`config.mk`:
```
export PLATFORM = sky130hd
export DESIGN_NAME = dmareq_gen
export DESIGN_NICKNAME = d
export VERILOG_FILES = /design/src/rtl/dmareq_pkg.sv /design/src/rtl/dmareq_fifo.sv /design/src/rtl/dmareq_req_fsm.sv /design/src/rtl/dmareq_ctl_regs.sv /design/src/rtl/dmareq_gen.sv
export SDC_FILE = /design/constraint.sdc
export NUM_CORES = 1
export LEC_CHECK = 0
export CORE_MARGIN = 2
export CORE_UTILIZATION = 45
export CTS_CLUSTER_DIAMETER = 60
export CTS_CLUSTER_SIZE = 8
export DETAILED_ROUTE_END_ITERATION = 6
export DONT_BUFFER_PORTS = 1
export PLACE_DENSITY = 0.64
export REMOVE_ABC_BUFFERS = 1
export SYNTH_ARGS = -nofsm -noshare
export SYNTH_HDL_FRONTEND = slang
export SYNTH_SLANG_ARGS = --single-unit
```
`constraint.sdc`:
```
create_clock -name clk -period 5.3 [get_ports clk]
set_input_delay 1.06 -clock clk [delete_from_list [all_inputs] [get_ports clk]]
set_output_delay 1.06 -clock clk [all_outputs]
set_load 0.05 [all_outputs]
```
`src/rtl/dmareq_pkg.sv`:
```
package dmareq_pkg;
    typedef enum logic [1:0] {
        REQ_IDLE   = 2'd0,
        REQ_SINGLE = 2'd1,
        REQ_BURST  = 2'd2
    } req_state_e;

    localparam logic [1:0] ADDR_ENABLE = 2'd0;
    localparam logic [1:0] ADDR_MASK   = 2'd1;
    localparam logic [1:0] ADDR_CLEAR  = 2'd2;

    localparam int unsigned ST_W       = 4;
    localparam int unsigned ST_RX_DONE = 0;
    localparam int unsigned ST_TX_DONE = 1;
    localparam int unsigned ST_TX_OVF  = 2;
    localparam int unsigned ST_RX_UNF  = 3;
endpackage

```
`src/rtl/dmareq_fifo.sv`:
```
module dmareq_fifo #(
    parameter int unsigned WIDTH = 16,
    parameter int unsigned DEPTH = 8,
    localparam int unsigned PTR_W = (DEPTH > 1) ? $clog2(DEPTH) : 1,
    localparam int unsigned CNT_W = $clog2(DEPTH + 1)
) (
    input  logic             clk,
    input  logic             rst_n,
    input  logic             push,
    input  logic [WIDTH-1:0] push_data,
    input  logic             pop,
    output logic [WIDTH-1:0] head_data,
    output logic             full,
    output logic             empty,
    output logic [CNT_W-1:0] count_nxt
);
    logic [WIDTH-1:0] mem [DEPTH];
    logic [PTR_W-1:0] wr_ptr, rd_ptr;
    logic [CNT_W-1:0] count;
    logic             push_ok, pop_ok;

    assign push_ok = push && !full;
    assign pop_ok  = pop && !empty;

    always_comb begin
        count_nxt = count;
        if (push_ok && !pop_ok) count_nxt = count + CNT_W'(1);
        if (pop_ok && !push_ok) count_nxt = count - CNT_W'(1);
    end

    function automatic logic [PTR_W-1:0] ptr_inc(input logic [PTR_W-1:0] p);
        return (p == PTR_W'(DEPTH - 1)) ? '0 : p + PTR_W'(1);
    endfunction

    always_ff @(posedge clk) begin
        if (!rst_n) begin
            wr_ptr <= '0;
            rd_ptr <= '0;
            count  <= '0;
            full   <= 1'b0;
            empty  <= 1'b1;
        end else begin
            if (push_ok) wr_ptr <= ptr_inc(wr_ptr);
            if (pop_ok)  rd_ptr <= ptr_inc(rd_ptr);
            count <= count_nxt;
            full  <= (count_nxt == CNT_W'(DEPTH));
            empty <= (count_nxt == '0);
        end
    end

    always_ff @(posedge clk) begin
        if (push_ok) mem[wr_ptr] <= push_data;
    end

    assign head_data = mem[rd_ptr];
endmodule

```
`src/rtl/dmareq_req_fsm.sv`:
```
module dmareq_req_fsm
    import dmareq_pkg::*;
#(
    parameter int unsigned CNT_W  = 4,
    parameter int unsigned THRESH = 4
) (
    input  logic             clk,
    input  logic             rst_n,
    input  logic             en_nxt,
    input  logic [CNT_W-1:0] level_nxt,
    output logic             req_single,
    output logic             req_burst
);
    req_state_e state_q, state_d;

    always_comb begin
        if (!en_nxt || level_nxt == '0)
            state_d = REQ_IDLE;
        else if (level_nxt >= CNT_W'(THRESH))
            state_d = REQ_BURST;
        else
            state_d = REQ_SINGLE;
    end

    always_ff @(posedge clk) begin
        if (!rst_n) state_q <= REQ_IDLE;
        else        state_q <= state_d;
    end

    always_comb begin
        req_single = 1'b0;
        req_burst  = 1'b0;
        unique case (state_q)
            REQ_IDLE:   ;
            REQ_SINGLE: req_single = 1'b1;
            REQ_BURST: begin
                req_single = 1'b1;
                req_burst  = 1'b1;
            end
            default:    ;
        endcase
    end
endmodule

```
`src/rtl/dmareq_ctl_regs.sv`:
```
module dmareq_ctl_regs
    import dmareq_pkg::*;
(
    input  logic            clk,
    input  logic            rst_n,
    input  logic            reg_we,
    input  logic [1:0]      reg_addr,
    input  logic [ST_W-1:0] reg_wdata,
    input  logic [ST_W-1:0] set_vec,
    output logic            rx_en_nxt,
    output logic            tx_en_nxt,
    output logic [ST_W-1:0] status,
    output logic            irq
);
    logic [ST_W-1:0] mask_q, clr_vec;
    logic            rx_en_q, tx_en_q, en_wr;

    assign en_wr     = reg_we && (reg_addr == ADDR_ENABLE);
    assign rx_en_nxt = en_wr ? reg_wdata[0] : rx_en_q;
    assign tx_en_nxt = en_wr ? reg_wdata[1] : tx_en_q;
    assign clr_vec   = (reg_we && reg_addr == ADDR_CLEAR) ? reg_wdata : '0;

    always_ff @(posedge clk) begin
        if (!rst_n) begin
            rx_en_q <= 1'b0;
            tx_en_q <= 1'b0;
            mask_q  <= '0;
            status  <= '0;
        end else begin
            rx_en_q <= rx_en_nxt;
            tx_en_q <= tx_en_nxt;
            if (reg_we && reg_addr == ADDR_MASK) mask_q <= reg_wdata;
            status <= (status & ~clr_vec) | set_vec;
        end
    end

    assign irq = |(status & mask_q);
endmodule

```
`src/rtl/dmareq_gen.sv`:
```
module dmareq_gen
    import dmareq_pkg::*;
#(
    parameter int unsigned WIDTH  = 16,
    parameter int unsigned DEPTH  = 8,
    parameter int unsigned THRESH = 4
) (
    input  logic             clk,
    input  logic             rst_n,
    input  logic             reg_we,
    input  logic [1:0]       reg_addr,
    input  logic [3:0]       reg_wdata,
    input  logic             tx_wr_en,
    input  logic [WIDTH-1:0] tx_wr_data,
    input  logic             tx_pop,
    output logic [WIDTH-1:0] tx_pop_data,
    output logic             tx_empty,
    input  logic             rx_push,
    input  logic [WIDTH-1:0] rx_push_data,
    output logic             rx_full,
    input  logic             rx_rd_en,
    output logic [WIDTH-1:0] rx_rd_data,
    input  logic             dma_rx_done,
    input  logic             dma_tx_done,
    output logic             rx_req_single,
    output logic             rx_req_burst,
    output logic             tx_req_single,
    output logic             tx_req_burst,
    output logic [3:0]       irq_status,
    output logic             irq
);
    localparam int unsigned CNT_W = $clog2(DEPTH + 1);

    logic             tx_full, rx_empty;
    logic [CNT_W-1:0] tx_cnt_nxt, rx_cnt_nxt, tx_free_nxt;
    logic             rx_en_nxt, tx_en_nxt;
    logic [ST_W-1:0]  set_vec;

    dmareq_fifo #(.WIDTH(WIDTH), .DEPTH(DEPTH)) tx_fifo_i (
        .clk(clk), .rst_n(rst_n),
        .push(tx_wr_en), .push_data(tx_wr_data),
        .pop(tx_pop), .head_data(tx_pop_data),
        .full(tx_full), .empty(tx_empty), .count_nxt(tx_cnt_nxt)
    );

    dmareq_fifo #(.WIDTH(WIDTH), .DEPTH(DEPTH)) rx_fifo_i (
        .clk(clk), .rst_n(rst_n),
        .push(rx_push), .push_data(rx_push_data),
        .pop(rx_rd_en), .head_data(rx_rd_data),
        .full(rx_full), .empty(rx_empty), .count_nxt(rx_cnt_nxt)
    );

    assign tx_free_nxt = CNT_W'(DEPTH) - tx_cnt_nxt;

    dmareq_req_fsm #(.CNT_W(CNT_W), .THRESH(THRESH)) rx_req_i (
        .clk(clk), .rst_n(rst_n), .en_nxt(rx_en_nxt), .level_nxt(rx_cnt_nxt),
        .req_single(rx_req_single), .req_burst(rx_req_burst)
    );

    dmareq_req_fsm #(.CNT_W(CNT_W), .THRESH(THRESH)) tx_req_i (
        .clk(clk), .rst_n(rst_n), .en_nxt(tx_en_nxt), .level_nxt(tx_free_nxt),
        .req_single(tx_req_single), .req_burst(tx_req_burst)
    );

    always_comb begin
        set_vec             = '0;
        set_vec[ST_RX_DONE] = dma_rx_done;
        set_vec[ST_TX_DONE] = dma_tx_done;
        set_vec[ST_TX_OVF]  = tx_wr_en && tx_full;
        set_vec[ST_RX_UNF]  = rx_rd_en && rx_empty;
    end

    dmareq_ctl_regs ctl_i (
        .clk(clk), .rst_n(rst_n),
        .reg_we(reg_we), .reg_addr(reg_addr), .reg_wdata(reg_wdata),
        .set_vec(set_vec), .rx_en_nxt(rx_en_nxt), .tx_en_nxt(tx_en_nxt),
        .status(irq_status), .irq(irq)
    );
endmodule

```
==> results of run 1 <==
[critical path: stages (launching register included)]
cell and delay, ns:
dfxtp_2 0.96, buf_4 0.32, mux4_2 0.51, mux2_2 0.41
[synth_stat cells, types with 2 or more instances]
library cell / instances
nand3_1: 3
nand3b_1: 4
nor2_1: 13
inv_1: 10
and3b_1: 3
nor4_1: 2
mux2i_1: 5
ha_1: 14
a21boi_0: 9
or3_1: 2
nor3b_1: 2
mux2_2: 33
xnor2_1: 4
a21oi_1: 7
and3_1: 3
a22oi_1: 6
buf_2: 8
dfxtp_1: 44
and2_1: 5
nand2_1: 25
clkbuf_1: 15
edfxtp_1: 256
nor3_1: 16
o211ai_1: 2
nand2b_1: 9
buf_1: 2
o21ai_1: 3
nor2b_1: 17
mux4_2: 64
a211oi_1: 2
[final timing paths]
check	start	end	slack, ns	cells after the start
worst max-delay path	flip-flop	tx_pop_data[3]	1.50	3
worst min-delay path	tx_fifo_i.rd_ptr[1]$_SDFFE_PN0P_	tx_fifo_i.rd_ptr[1]$_SDFFE_PN0P_	0.50	2
worst max register to register	tx_fifo_i.full$_SDFF_PN0_	tx_fifo_i.mem[2][10]$_DFFE_PP_	3.10	2
worst min register to register	tx_fifo_i.rd_ptr[1]$_SDFFE_PN0P_	tx_fifo_i.rd_ptr[1]$_SDFFE_PN0P_	0.50	2
[state kept, by name, indices dropped and copies added, names as in the netlist, named ones only]
register          flops
tx_req_i.state_q      2
tx_fifo_i.wr_ptr      3
rx_fifo_i.wr_ptr      3
rx_fifo_i.mem       128
tx_fifo_i.empty       1
rx_fifo_i.count       4
rx_fifo_i.full        1
tx_fifo_i.mem       128
rx_fifo_i.rd_ptr      3
ctl_i.tx_en_q         1
ctl_i.status          4
rx_req_i.state_q      2
ctl_i.rx_en_q         1
tx_fifo_i.rd_ptr      3
tx_fifo_i.count       4
rx_fifo_i.empty       1
tx_fifo_i.full        1
ctl_i.mask_q          4
[metal layers]
| layer | global-route usage | part of all wire | vias to the layer above |
|---|---|---|---|
| li1 | - | - | 2496 |
| met1 | 0.218 | 0.41 | 2835 |
| met2 | 0.280 | 0.49 | 160 |
| met3 | 0.0457 | 0.077 | 34 |
| met4 | 0.0455 | 0.018 | 0 |
| met5 | 0 | 0 | - |
[final cells by class]
type | instances | area, µm²
Multi-Input combinational cell | 270 | 3040
Fill cell | 1975 | 11900
Tap cell | 330 | 413
Timing Repair Buffer | 14 | 105
Clock buffer | 58 | 1170
Sequential cell | 300 | 8570
Inverter | 10 | 37.5
Clock inverter | 5 | 56.3
[cells by family (layout without fill, tap and decap cells)]
kind of cell,after synthesis,count (layout),share of synthesized area
DFF,300,300,0.733
and+or+nand+nor,113,113,0.0544
muxes,102,102,0.159
AOI/OAI and AO/OA,37,37,0.0221
buffers and inverters,36,87,0.0127
adders and majority gates,14,14,0.0150
xor gates and xnor gates,4,4,0.00300
[through the flow]
step                cells  total power [mW]
floorplan             580              3.30
global placement      924              3.40
detailed placement    924              3.43
CTS                   987              5.91
global route          987              6.05
finish                987              5.84
[power by group through the flow]
stage	logic [mW]	registers (mW)	clock network, mW
after floorplan	0.511	2.79	0
after global placement	0.596	2.80	0
after detailed placement	0.617	2.81	0
after CTS	0.620	2.77	2.53
after global routing	0.654	2.78	2.62
final	0.611	2.76	2.47
==> metrics.yaml, run 1 <==
run_status:
  outcome: "completed"
global_route:
  grt_first_pass_wirelength_mm: 34.2
  antenna_found_initial: 0
  grt_pass1_vias: 6071
  grt_max_degree: 38
  overflow: 0
  grt.total_usage: 0.168
clock_tree:
  cts_hold_buf: 0
  clk_path_buf_depth: 3
  htree_levels: 2
  cts_buffers: 44
  cts_resized: 0
  clockRootBuffer: "clkbuf_16"
  clock-sinks: 300
  clk-insertion-delay-late_ns: 0.52
  cts.clk_slew.worst_paths_ns: 0.05
  cts_setup_buffers: 0
  cts_tree: "built"
worst_setup_path:
  worstSetupStartpointType: "flip-flop"
  critical_path_required_ns: 4.24
  setup.worst_path.end_class: "primary output"
  cp_data_arrival_time_ns: 2.74
  crit_path_max_fanout: 27
  path_class: "reg2out"
sta:
  tightest_slew_ns: 1.10
  fmax_ghz: 0.263
  finalCritPeriodShare: 0.717
  finalSetupViolations: 0
  rsz0062_at_grt: "false"
  relSlewSlack: 0.267
  setup_tns_ns: 0
  fin_ws_ns: 1.50
  skew_ns: 0.0126
  final-hold-violation-count: 0
  slew_violations: 0
  period_needed_ns: 3.80
  whs_ns: 0.504
logic_synthesis:
  ys_warn_count: 0
  seq_area_frac_synth: 0.733
  netlist_area_mm2: 0.0117
  yosys-top-cells-area: "edfxtp_1, mux4_2, dfxtp_1"
  syn_avg_cell_area_um2: 19.3
  synth_edf_count: 256
  synth_top_area_frac: 0.658
  ys.flop_type: "edfxtp_1"
  ys_async_sr_fraction: 0
  netlist_instances: 606
  ys_ff_latch: 300
  synth.distinct_cells: 48
  synth_top_cell_by_area: "edfxtp_1"
floorplanning:
  die_area_mm2: 0.0273
  fp.dieH_um: 165
  core_mm2: 0.0253
  fp.dieW_um: 165
  rows: 58
  start_util: 0.461
  pin_count: 90
route:
  drc: 0
  num_vias: 5525
  first_pass_iters: 4
  wl_mm: 21.9
  drt-initial-drc-count: 392
  wire_per_inst_um: 22.2
  ant_nets: 0
  viasPerCell: 5.60
power:
  p_seq_frac: 0.473
  swShare: 0.241
  p_sw_mw: 1.41
  clkPwrFrac: 0.423
  p_leak_nw: 4.34
  internal-power_mw: 4.43
  irDropWorstVdd_mv: 0.250
  powerDensity_mw_per_mm2: 436
  combPwrFrac: 0.104
finish:
  final_cell_mix: "edfxtp_1, mux4_2, clkbuf_16"
  fin_area_mm2: 0.0134
  layout_commonest_cell: "edfxtp_1"
  syn_to_final_growth_pct: 14.7
  layout-drive-gt1-share: 0.271
  fin_nets: 701
  utilization: 0.529
  n_antenna_cell: 0
placed_design:
  place.gp.congestion: 0.789
  placed_area_mm2: 0.0122
  placement.io_buffers: 0
  dp_slack_ns: 1.94
  dp_hpwl_mm: 12.8
flow_run:
  cap_violations: 0
worst_hold_path:
  hold_path_class: "reg2reg"
Power figures use the tool's default switching activity.
==> run 2, diff against run 1 <==
- clock period: 5.3 -> 3.5 ns (I/O delays scaled with it)
==> metrics.yaml, run 2 (synthesized netlist as in run 1, its figures left out) <==
floorplanning:
  core_mm2: 0.0253  # unchanged
  fp.dieW_um: 165  # unchanged
  die_area_mm2: 0.0273  # unchanged
  fp.dieH_um: 165  # unchanged
  start_util: 0.461  # unchanged
  pin_count: 90  # unchanged
  rows: 58  # unchanged
route:
  first_pass_iters: 4  # unchanged
  ant_nets: 0  # unchanged
  drt-initial-drc-count: 364  # -7.1%
  wire_per_inst_um: 21.4  # -3.6%
  num_vias: 5547  # +0.40%
  wl_mm: 21.4  # -2.2%
  drc: 0  # unchanged
  viasPerCell: 5.54  # -1.0%
worst_setup_path:
  cp_data_arrival_time_ns: 2.39  # -0.35 ns
  setup.worst_path.end_class: "primary output"
  worstSetupStartpointType: "flip-flop"
  critical_path_required_ns: 2.80  # -1.44 ns
  crit_path_max_fanout: 12  # -56%
  path_class: "reg2out"
sta:
  setup_tns_ns: 0  # unchanged
  skew_ns: 0.0128  # +0.000245 ns
  slew_violations: 0  # unchanged
  final-hold-violation-count: 0  # unchanged
  fmax_ghz: 0.324
  finalCritPeriodShare: 0.882
  relSlewSlack: 0.330  # +0.0631
  rsz0062_at_grt: "false"
  fin_ws_ns: 0.413  # -1.09 ns
  finalSetupViolations: 0  # unchanged
  period_needed_ns: 3.09
  tightest_slew_ns: 1.00  # -0.0925 ns
clock_tree:
  clock-sinks: 300  # unchanged
  clk-insertion-delay-late_ns: 0.53  # about the same
  cts_buffers: 44  # unchanged
  clk_path_buf_depth: 3  # unchanged
  cts_tree: "built"
  htree_levels: 2  # unchanged
  cts_resized: 0  # unchanged
  cts.clk_slew.worst_paths_ns: 0.05  # about the same
  clockRootBuffer: "clkbuf_16"
  cts_hold_buf: 0  # unchanged
  cts_setup_buffers: 0  # unchanged
finish:
  layout-drive-gt1-share: 0.276  # +0.00478
  fillers: 1907  # -3.4%
  layout_commonest_cell: "edfxtp_1"
  n_antenna_cell: 0  # unchanged
  syn_to_final_growth_pct: 15.1
  final_cell_mix: "edfxtp_1, mux4_2, clkbuf_16"
  reg.largest.list: "rx_fifo_i.mem x128, tx_fifo_i.mem x128"
  fin_nets: 708  # +1.0%
global_route:
  grt_max_degree: 38  # unchanged
  grt.total_usage: 0.160  # -0.00736
  grt_pass1_vias: 6037  # -0.56%
  overflow: 0  # unchanged
  grt_first_pass_wirelength_mm: 32.8  # -4.0%
  antenna_found_initial: 0  # unchanged
worst_hold_path:
  hold_path_class: "in2reg"
power:
  p_leak_nw: 4.40  # +1.4%
  powerDensity_mw_per_mm2: 658  # +51%
  irDropWorstVdd_mv: 0.354  # +42%
  power_mw: 8.85  # +51%
placed_design:
  dp_slack_ns: 0.927  # -1.02 ns
  place.gp.congestion: 0.746  # -5.5%
  placement.io_buffers: 0  # unchanged
  dp_hpwl_mm: 12.9  # +1.4%
run_status:
  outcome: "completed"
flow_run:
  cap_violations: 0  # unchanged
==> run 2: report_power, final <==
part | internal, mW | total (mW) | leakage (nW) | switching [mW]
sequential | 4.02 | 4.13 | 2.69 | 0.111
combinational | 0.380 | 0.981 | 1.11 | 0.601
clock | 2.30 | 3.74 | 0.602 | 1.43
total | 6.71 | 8.85 | 4.40 | 2.14
==> run 2: final timing paths <==
kind | start | endpoint | slack (ns) | cells past startpoint
worst max-delay path | flip-flop | tx_pop_data[2] | 0.41 | 3
worst min-delay path | rst_n | rx_fifo_i.empty$_SDFF_PN1_ | 0.25 | 1
worst max register to register | rx_fifo_i.full$_SDFF_PN0_ | rx_req_i.state_q[0]$_SDFF_PP0_ | 1.37 | 5
worst min register to register | tx_fifo_i.rd_ptr[2]$_SDFFE_PN0P_ | flip-flop | 0.50 | 2
==> run 2: layer usage <==
metal  wire length (µm)  global-route usage  vias to the layer above
li1                   -                   -                     2518
met3               1610              0.0477                       34
met1               9120               0.209                     2853
met5                  0                   0                        -
met2              10300               0.259                      142
met4                411              0.0534                        0
==> run 2: layout make-up <==
| type | instances | area, µm² | area share |
|---|---|---|---|
| flip-flops and latches | 300 | 8570 | 0.637 |
| multi-input cells | 270 | 3020 | 0.225 |
| clock buffers | 63 | 1170 | 0.0872 |
| well taps | 330 | 413 | 0.0307 |
| repair buffers | 21 | 170 | 0.0127 |
| clock inverters | 7 | 65.1 | 0.00484 |
| inverters | 10 | 37.5 | 0.00279 |
==> run 2: metrics by stage <==
step	hold WS, ns	instance area (µm²)	util	instances
after floorplan	0.462	11600	-	580
after global placement	0.471	12200	0.482	931
after detailed placement	0.491	12200	0.482	931
after CTS	0.236	13400	0.531	1001
after global routing	0.244	13400	0.531	1001
final	0.253	13400	0.531	1001
==> run 2: worst max-delay path: stages (launching register included) <==
cell	delay, ns
dfxtp_2	0.57
buf_4	0.32
mux4_2	0.53
mux2_2	0.44
